## src/rtl/dual_edge_nco_pkg.sv

```systemverilog
package dual_edge_nco_pkg;

    localparam int unsigned NCO_PHASE_W_DEFAULT = 32;

    // Output levels for the two halves of one system clock.
    typedef struct packed {
        logic first;   // level while clk is high
        logic second;  // level while clk is low
    } half_bits_t;

endpackage

```

## src/rtl/dual_edge_nco_acc.sv

```systemverilog
module dual_edge_nco_acc
    import dual_edge_nco_pkg::*;
#(
    parameter int unsigned PHASE_W = NCO_PHASE_W_DEFAULT
) (
    input  logic               clk,
    input  logic               rst_n,
    input  logic [PHASE_W-1:0] tune_word,
    output logic [PHASE_W-1:0] phase,
    output half_bits_t         bits
);

    localparam int unsigned MSB = PHASE_W - 1;

    logic [PHASE_W-1:0] half_step;
    logic [PHASE_W-1:0] mid_sum;
    logic [PHASE_W-1:0] end_sum;

    // Phase half a clock ahead (rounded down) and a full clock ahead.
    always_comb begin
        half_step = tune_word >> 1;
        mid_sum   = phase + half_step;
        end_sum   = phase + tune_word;
    end

    always_ff @(posedge clk or negedge rst_n) begin
        if (!rst_n) begin
            phase       <= '0;
            bits.first  <= 1'b0;
            bits.second <= 1'b0;
        end else begin
            phase       <= end_sum;
            bits.first  <= mid_sum[MSB];
            bits.second <= end_sum[MSB];
        end
    end

    AST_PHASE_ADVANCE: assert property (@(posedge clk) disable iff (!rst_n)
        $past(rst_n) |-> (phase == $past(phase) + $past(tune_word)))
        else $error("phase did not advance by the tuning word");

    AST_FIRST_HALF_BIT: assert property (@(posedge clk) disable iff (!rst_n)
        $past(rst_n) |-> (bits.first == (($past(phase) + ($past(tune_word) >> 1)) >> MSB)))
        else $error("first-half level does not follow the half-step phase");

    AST_ZERO_TUNE_HOLD: assert property (@(posedge clk) disable iff (!rst_n)
        ($past(rst_n) && ($past(tune_word) == '0)) |-> $stable(phase))
        else $error("phase moved with a zero tuning word");

endmodule

```

## src/rtl/dual_edge_nco_ddr_out.sv

```systemverilog
module dual_edge_nco_ddr_out (
    input  logic clk,
    input  logic rst_n,
    input  logic d_first,
    input  logic d_second,
    output logic pin
);

    logic pos_q;
    logic neg_q;
    logic second_hold;

    // Rising-edge side: loads the first-half level and holds the second.
    always_ff @(posedge clk or negedge rst_n) begin
        if (!rst_n) begin
            pos_q       <= 1'b0;
            second_hold <= 1'b0;
        end else begin
            pos_q       <= d_first ^ neg_q;
            second_hold <= d_second;
        end
    end

    // Falling-edge side: swaps the pin to the held second-half level.
    always_ff @(negedge clk or negedge rst_n) begin
        if (!rst_n) begin
            neg_q <= 1'b0;
        end else begin
            neg_q <= second_hold ^ pos_q;
        end
    end

    assign pin = pos_q ^ neg_q;

    AST_PIN_LOW_HALF: assert property (@(posedge clk) disable iff (!rst_n)
        $past(rst_n) |-> (pin == $past(d_second)))
        else $error("clock-low half of the pin does not carry the second level");

    AST_PIN_HIGH_HALF: assert property (@(negedge clk) disable iff (!rst_n)
        $past(rst_n) |-> (pin == $past(d_first)))
        else $error("clock-high half of the pin does not carry the first level");

endmodule

```

## src/rtl/dual_edge_nco.sv

```systemverilog
module dual_edge_nco
    import dual_edge_nco_pkg::*;
#(
    parameter int unsigned PHASE_W = NCO_PHASE_W_DEFAULT
) (
    input  logic               clk,
    input  logic               rst_n,
    input  logic [PHASE_W-1:0] tune_word,
    output logic [PHASE_W-1:0] phase,
    output logic [1:0]         edge_bits,
    output logic               tank_pin
);

    half_bits_t acc_bits;

    dual_edge_nco_acc #(
        .PHASE_W (PHASE_W)
    ) u_acc (
        .clk       (clk),
        .rst_n     (rst_n),
        .tune_word (tune_word),
        .phase     (phase),
        .bits      (acc_bits)
    );

    dual_edge_nco_ddr_out u_ddr (
        .clk      (clk),
        .rst_n    (rst_n),
        .d_first  (acc_bits.first),
        .d_second (acc_bits.second),
        .pin      (tank_pin)
    );

    assign edge_bits = {acc_bits.first, acc_bits.second};

    AST_RESET_QUIET: assert property (@(posedge clk)
        !rst_n |-> (phase == '0 && edge_bits == 2'b00 && !tank_pin))
        else $error("outputs not quiet in reset");

endmodule

```

## config.mk

```make
export PLATFORM = sky130hd
export DESIGN_NAME = dual_edge_nco
export DESIGN_NICKNAME = d
export VERILOG_FILES = /design/src/rtl/dual_edge_nco_pkg.sv /design/src/rtl/dual_edge_nco_acc.sv /design/src/rtl/dual_edge_nco_ddr_out.sv /design/src/rtl/dual_edge_nco.sv
export SDC_FILE = /design/constraint.sdc
export NUM_CORES = 1
export LEC_CHECK = 0
export BUFFER_PORTS_ARGS = -buffer_cell sky130_fd_sc_hd__buf_2
export CORE_ASPECT_RATIO = 2
export CORE_MARGIN = 4
export CORE_UTILIZATION = 50
export CTS_CLUSTER_DIAMETER = 50
export DETAILED_ROUTE_END_ITERATION = 10
export PLACE_DENSITY_LB_ADDON = 0.12
export SYNTH_ARGS = -nofsm -noshare
export SYNTH_HDL_FRONTEND = slang
export SYNTH_SLANG_ARGS = --single-unit
```

## constraint.sdc

```tcl
create_clock -name clk -period 3.7 [get_ports clk]
set_clock_uncertainty 0.15 [all_clocks]
set_input_delay 0.555 -clock clk [delete_from_list [all_inputs] [get_ports clk]]
set_output_delay 0.555 -clock clk [all_outputs]
set_load 0.03 [all_outputs]
```

==> results of run 1 <==
layout by cell type (no fill, tap or decap), types with 3 or more instances in the layout:
cell type,n
a21oi_1,41
dfrtp_1,35
and4_1,3
ha_1,61
xnor2_1,19
nor2b_1,3
a31oi_1,6
o21ai_0,20
nand4_1,15
nand3_1,5
inv_1,5
xor2_1,12
buf_2,68
nor3_1,5
nor2_1,21
o21a_1,4
o21bai_1,4
clkbuf_16,5
nand2_1,21
a21o_1,30
worst max-delay path, cell delays in order, from the launching register on:
cell	delay, ps
dfrtn_1	440
xor2_1	130
buf_2	210
worst min path at each step:
| stage | depth (start not counted) | slack [ps] | end | start |
|---|---|---|---|---|
| final | 2 | 180 | u_acc.phase[27] | rst_n |
| after global routing | 2 | 230 | u_acc.phase[25] | rst_n |
| after CTS | 2 | 200 | u_ddr.pos_q | rst_n |
| after detailed placement | 1 | 310 | u_ddr.pos_q | u_acc.bits[1] |
| after global placement | 1 | 300 | u_ddr.pos_q | u_acc.bits[1] |
| after floorplan | 0 | 110 | u_acc.bits[0] | rst_n |
per-layer routing:
metal	routed length (µm)	GRT usage, %
met4	257	10.5
met2	5110	45.4
met5	0	0
met3	210	3.27
met1	2950	21.0
state kept, by name, summed over array words and instances, names as in the netlist:
signal,cells
u_acc.phase,31
u_ddr.second_hold,1
u_ddr.neg_q,1
u_ddr.pos_q,1
u_acc.bits,2
layout make-up:
| class | instances | area [µm²] |
|---|---|---|
| multi-input cells | 305 | 2350 |
| clock buffers | 6 | 139 |
| inverters | 5 | 18.8 |
| flip-flops and latches | 36 | 901 |
| clock inverters | 2 | 10.0 |
| repair buffers | 69 | 348 |
| well taps | 86 | 108 |
| fillers | 618 | 2490 |
cells by family (layout without fill, tap and decap cells):
kind of cell	count (synthesis)	count (layout)	share of synthesized area [%]
compound gates	129	129	26.4
xor+xnor	31	31	8.18
fa+ha+maj	62	62	23.6
buf+inv	15	82	2.04
flops	36	36	27.1
mux	1	1	0.302
simple gates	82	82	12.3
through the flow:
stage               hold WS, ps  worst slack (ps)  instances
floorplan                   109               228        356
global placement            302               396        501
detailed placement          314               340        501
CTS                         203              48.0        509
global route                234              13.6        509
finish                      175              50.8        509
power breakdown:
| group | switching (mW) | internal [mW] |
|---|---|---|
| registers | 0.190 | 0.627 |
| logic | 1.74 | 1.10 |
| clock network | 0.177 | 0.266 |
==> flow_metrics.env, run 1 <==
export IMPL_status="finished, final reports clean"
export IMPL_r2r_slack_ps=580
export IMPL_synth_fp_nets=452
export IMPL_synth_common_cells="ha_1 (61), a21oi_1 (41), dfrtp_1 (35)"
export IMPL_critPathArrivalTime_ps=2940
export IMPL_synth_seq_cells=36
export IMPL_cp_startpoint="u_ddr.neg_q"
export IMPL_drt_iter0_markers=122
export IMPL_grt_pass1_vias=3028
export IMPL_worst_slew_pin_slew_ps=533
export IMPL_cts_resized_gates=0
export IMPL_antenna_found_initial=0
export IMPL_rsz0062_at_grt="false"
export IMPL_reg2reg_to="u_acc.phase[28]"
export IMPL_cts_buffers_inserted=5
export IMPL_antenna_cells=0
export IMPL_synth_top_area_share_pct=26.4
export IMPL_total_power_mw=4.10
export IMPL_startpoint_type="flop"
export IMPL_cts_tree="done"
export IMPL_place_area_mm2=0.00373
export IMPL_via_count=2984
export IMPL_area_growth_syn_to_layout_pct=16.7
export IMPL_rr_worst_depth=9
export IMPL_ir_drop_mv=0.515
export IMPL_cts_root_buf="clkbuf_16"
export IMPL_vias_per_cell=5.86
export IMPL_synth_flop_cell="dfrtp_1"
export IMPL_hold_class="in -> async"
export IMPL_die_w_um=65.6
export IMPL_reg2reg_from="u_acc.phase[0]"
export IMPL_post_route_util_pct=60.9
export IMPL_syn_inst=356
export IMPL_final_cell_area_mm2=0.00387
export IMPL_tns_ps=0
export IMPL_core_area_mm2=0.00636
export IMPL_clk_insertion_delay_late_ps=310
export IMPL_crit_path_end="tank_pin"
export IMPL_drc=0
export IMPL_yosysMostFrequentCell="ha_1"
export IMPL_crit_path_max_fanout=2
export IMPL_synth_edf_count=0
export IMPL_synthesis_area_mm2=0.00332
export IMPL_drive_above_1_share_pct=20.6
export IMPL_routed_wl_um=8530
export IMPL_grt_total_usage_pct=22.5
export IMPL_ys_types=47
export IMPL_clock_sinks=36
export IMPL_ys_warn_count=0
export IMPL_dp_hpwl_um=7020
export IMPL_async_reset_ff_share_pct=100
export IMPL_postCtsSetupBuffers=0
export IMPL_slew_headroom_pct=63.6
export IMPL_yosysSeqAreaShare_pct=27.1
export IMPL_slew_viol_final=0
export IMPL_required_ps=2990
export IMPL_synth_top_area_cell="dfrtp_1"
export IMPL_die_area_mm2=0.00809
export IMPL_grt_pass1_wl_um=13800
export IMPL_powerDensity_mw_per_mm2=1060
export IMPL_drt_pass1_iterations=4
export IMPL_ios=69
export IMPL_num_nets_final=518
export IMPL_setup_viol=0
export IMPL_io_buffers=68
export IMPL_grt_overflow=0
export IMPL_leakagePower_nw=1.94
export IMPL_place_gp_congestion=0.897
export IMPL_finalHoldViolCount=0
export IMPL_htreeDepth=2
export IMPL_die_h_um=123
export IMPL_grt_max_degree=36
export IMPL_drv_cap=0
export IMPL_end_kind="output port"
export IMPL_start_util_pct=52.2
export IMPL_rows=41
export IMPL_wire_per_inst_um=16.7
export IMPL_criticalPathCategory="reg -> out"
export IMPL_postCtsHoldBufs=0
export IMPL_postRouteAntennaNets=0
export IMPL_clock_path_buffers=2
export IMPL_path_clk_slew_ps=60
export IMPL_avgSynthCellArea_um2=9.32
export IMPL_ys_top_cells_by_area="dfrtp_1 (26%), ha_1 (23%), a21o_1 (6.8%), a21oi_1 (6.2%), xnor2_1 (5.0%)"
Power figures use the tool's default switching activity.
==> run 2, diff against run 1 <==
--- a/constraint.sdc
+++ b/constraint.sdc
@@ -3,3 +3,3 @@
 set_input_delay 0.555 -clock clk [delete_from_list [all_inputs] [get_ports clk]]
 set_output_delay 0.555 -clock clk [all_outputs]
-set_load 0.03 [all_outputs]
+set_load 0.01 [all_outputs]
==> run 2 against run 1 <==
Compared with the run above: non-clock buffer count is the same; hold slack gained 12 ps; flip-flop and latch count is the same; combinational power shrank 11%; sequential power is essentially flat; final cell count is the same; worst setup slack gained 79 ps; clock power grew 2%; total power shrank 7.7%; via count grew 0.90%; die area is the same; register-to-register slack gained 50 ps; critical endpoint unchanged.
==> flow_metrics.env, run 2 (same netlist as run 1, synthesis figures left out) <==
export IMPL_status="finished, final reports clean"
export IMPL_final_common_cell="buf_2"
export IMPL_core_area_mm2=0.00636
export IMPL_worstPathCellList="xor2_1, buf_2"
export IMPL_io_buffers=68
export IMPL_routed_wl_um=8430
export IMPL_clk_insertion_delay_late_ps=300
export IMPL_cts_buffers_inserted=5
export IMPL_worst_slew_pin_slew_ps=501
export IMPL_startpoint_type="flop"
export IMPL_met3_usage_pct=3.00
export IMPL_finalHoldViolCount=0
export IMPL_dp_hpwl_um=6990
export IMPL_place_gp_congestion=0.896
export IMPL_via_count=3011
export IMPL_area_growth_syn_to_layout_pct=17.0
export IMPL_cp_startpoint="u_ddr.neg_q"
export IMPL_rsz0062_at_grt="false"
export IMPL_cts_resized_gates=0
export IMPL_hold_class="in -> async"
export IMPL_clock_sinks=36
export IMPL_die_h_um=123
export IMPL_slew_headroom_pct=66.2
export IMPL_drive_above_1_share_pct=20.3
export IMPL_leakagePower_nw=1.94
export IMPL_crit_path_max_fanout=2
export IMPL_cts_tree="done"
export IMPL_required_ps=2990
export IMPL_criticalPathCategory="reg -> out"
export IMPL_largest_register="u_acc.phase"
export IMPL_antenna_cells=0
export IMPL_rows=41
export IMPL_instances_no_fill=509
export IMPL_reg2reg_from="u_acc.phase[0]"
export IMPL_setup_viol=0
export IMPL_dp_cells=501
export IMPL_wire_per_inst_um=16.6
export IMPL_max_stage_delay_ps=440
export IMPL_layout_common_cells="buf_2 (68), ha_1 (61), a21oi_1 (41), dfrtp_1 (35), a21o_1 (30)"
export IMPL_clock_path_buffers=2
export IMPL_grt_max_degree=36
export IMPL_largest_register_ffs=31
export IMPL_hold_ws_ps=187
export IMPL_critPathArrivalTime_ps=2870
export IMPL_antenna_found_initial=0
export IMPL_grt_overflow=0
export IMPL_grt_pass1_wl_um=14100
export IMPL_powerDensity_mw_per_mm2=975
export IMPL_met2_usage_pct=44.8
export IMPL_die_w_um=65.6
export IMPL_drt_pass1_iterations=4
export IMPL_postRouteAntennaNets=0
export IMPL_reg2reg_to="u_acc.phase[28]"
export IMPL_post_route_util_pct=61.0
export IMPL_ios=69
export IMPL_postCtsHoldBufs=0
export IMPL_grt_busiest_layer="met2"
export IMPL_total_power_mw=3.79
export IMPL_vias_per_cell=5.92
export IMPL_path_clk_slew_ps=60
export IMPL_rr_worst_depth=9
export IMPL_r2r_slack_ps=630
export IMPL_start_util_pct=52.2
export IMPL_tns_ps=0
export IMPL_drc=0
export IMPL_reg_top3="u_acc.phase x31, u_acc.bits x2"
export IMPL_regArea_um2=901
export IMPL_ir_drop_mv=0.574
export IMPL_crit_path_end="tank_pin"
export IMPL_grt_pass1_vias=3072
export IMPL_drt_iter0_markers=147
export IMPL_end_kind="output port"
export IMPL_fillers=612
export IMPL_multi_input_area_mm2=0.00235
export IMPL_cpMaxStageDelayCell="dfrtn_1"
export IMPL_slew_viol_final=0
export IMPL_die_area_mm2=0.00809
export IMPL_drv_cap=0
export IMPL_cts_root_buf="clkbuf_16"
export IMPL_postCtsSetupBuffers=0
export IMPL_num_nets_final=518
export IMPL_htreeDepth=2
export IMPL_use_met1_pct=22.1
export IMPL_grt_total_usage_pct=22.7
==> run 2: how the worst min path moves through the flow <==
stage               cells after the start     startpoint              end  slack, ps
detailed placement                      1  u_acc.bits[1]      u_ddr.pos_q        300
global route                            2          rst_n  u_acc.phase[27]        240
floorplan                               0          rst_n    u_acc.bits[0]        110
finish                                  2          rst_n  u_acc.phase[27]        190
CTS                                     2          rst_n  u_acc.phase[25]        210
global placement                        1  u_acc.bits[1]      u_ddr.pos_q        300
==> run 2: final cells by class <==
| cell class | instances | share of cell area [%] |
|---|---|---|
| sequential | 36 | 23.2 |
| inverter | 5 | 0.483 |
| tap | 86 | 2.77 |
| clock buffer | 8 | 4.03 |
| timing repair buffer | 69 | 8.96 |
| multi-input combinational | 305 | 60.6 |
==> run 2: routing by layer <==
metal	wire, µm	part of all wire (%)
met5	0	0
met3	252	3.0
met4	326	3.9
met1	2960	35
met2	4890	58
==> run 2: critical path: cells and delay by family, from the launching register on <==
| family | cells | cell delay, ps |
|---|---|---|
| flops | 1 | 440 |
| buf+inv | 1 | 140 |
| xor+xnor | 1 | 130 |
==> run 2: per-stage QoR <==
stage	instance area [µm²]	setup slack (ps)
6_report	3880	129
5_1_grt	3880	84.2
4_1_cts	3880	125
3_5_place_dp	3730	368
3_3_place_gp	3730	446
2_1_floorplan	3320	499
==> run 2: report_power, final <==
| part | switching (mW) | internal (mW) |
|---|---|---|
| combinational | 1.42 | 1.10 |
| sequential | 0.191 | 0.627 |
| clock | 0.163 | 0.287 |
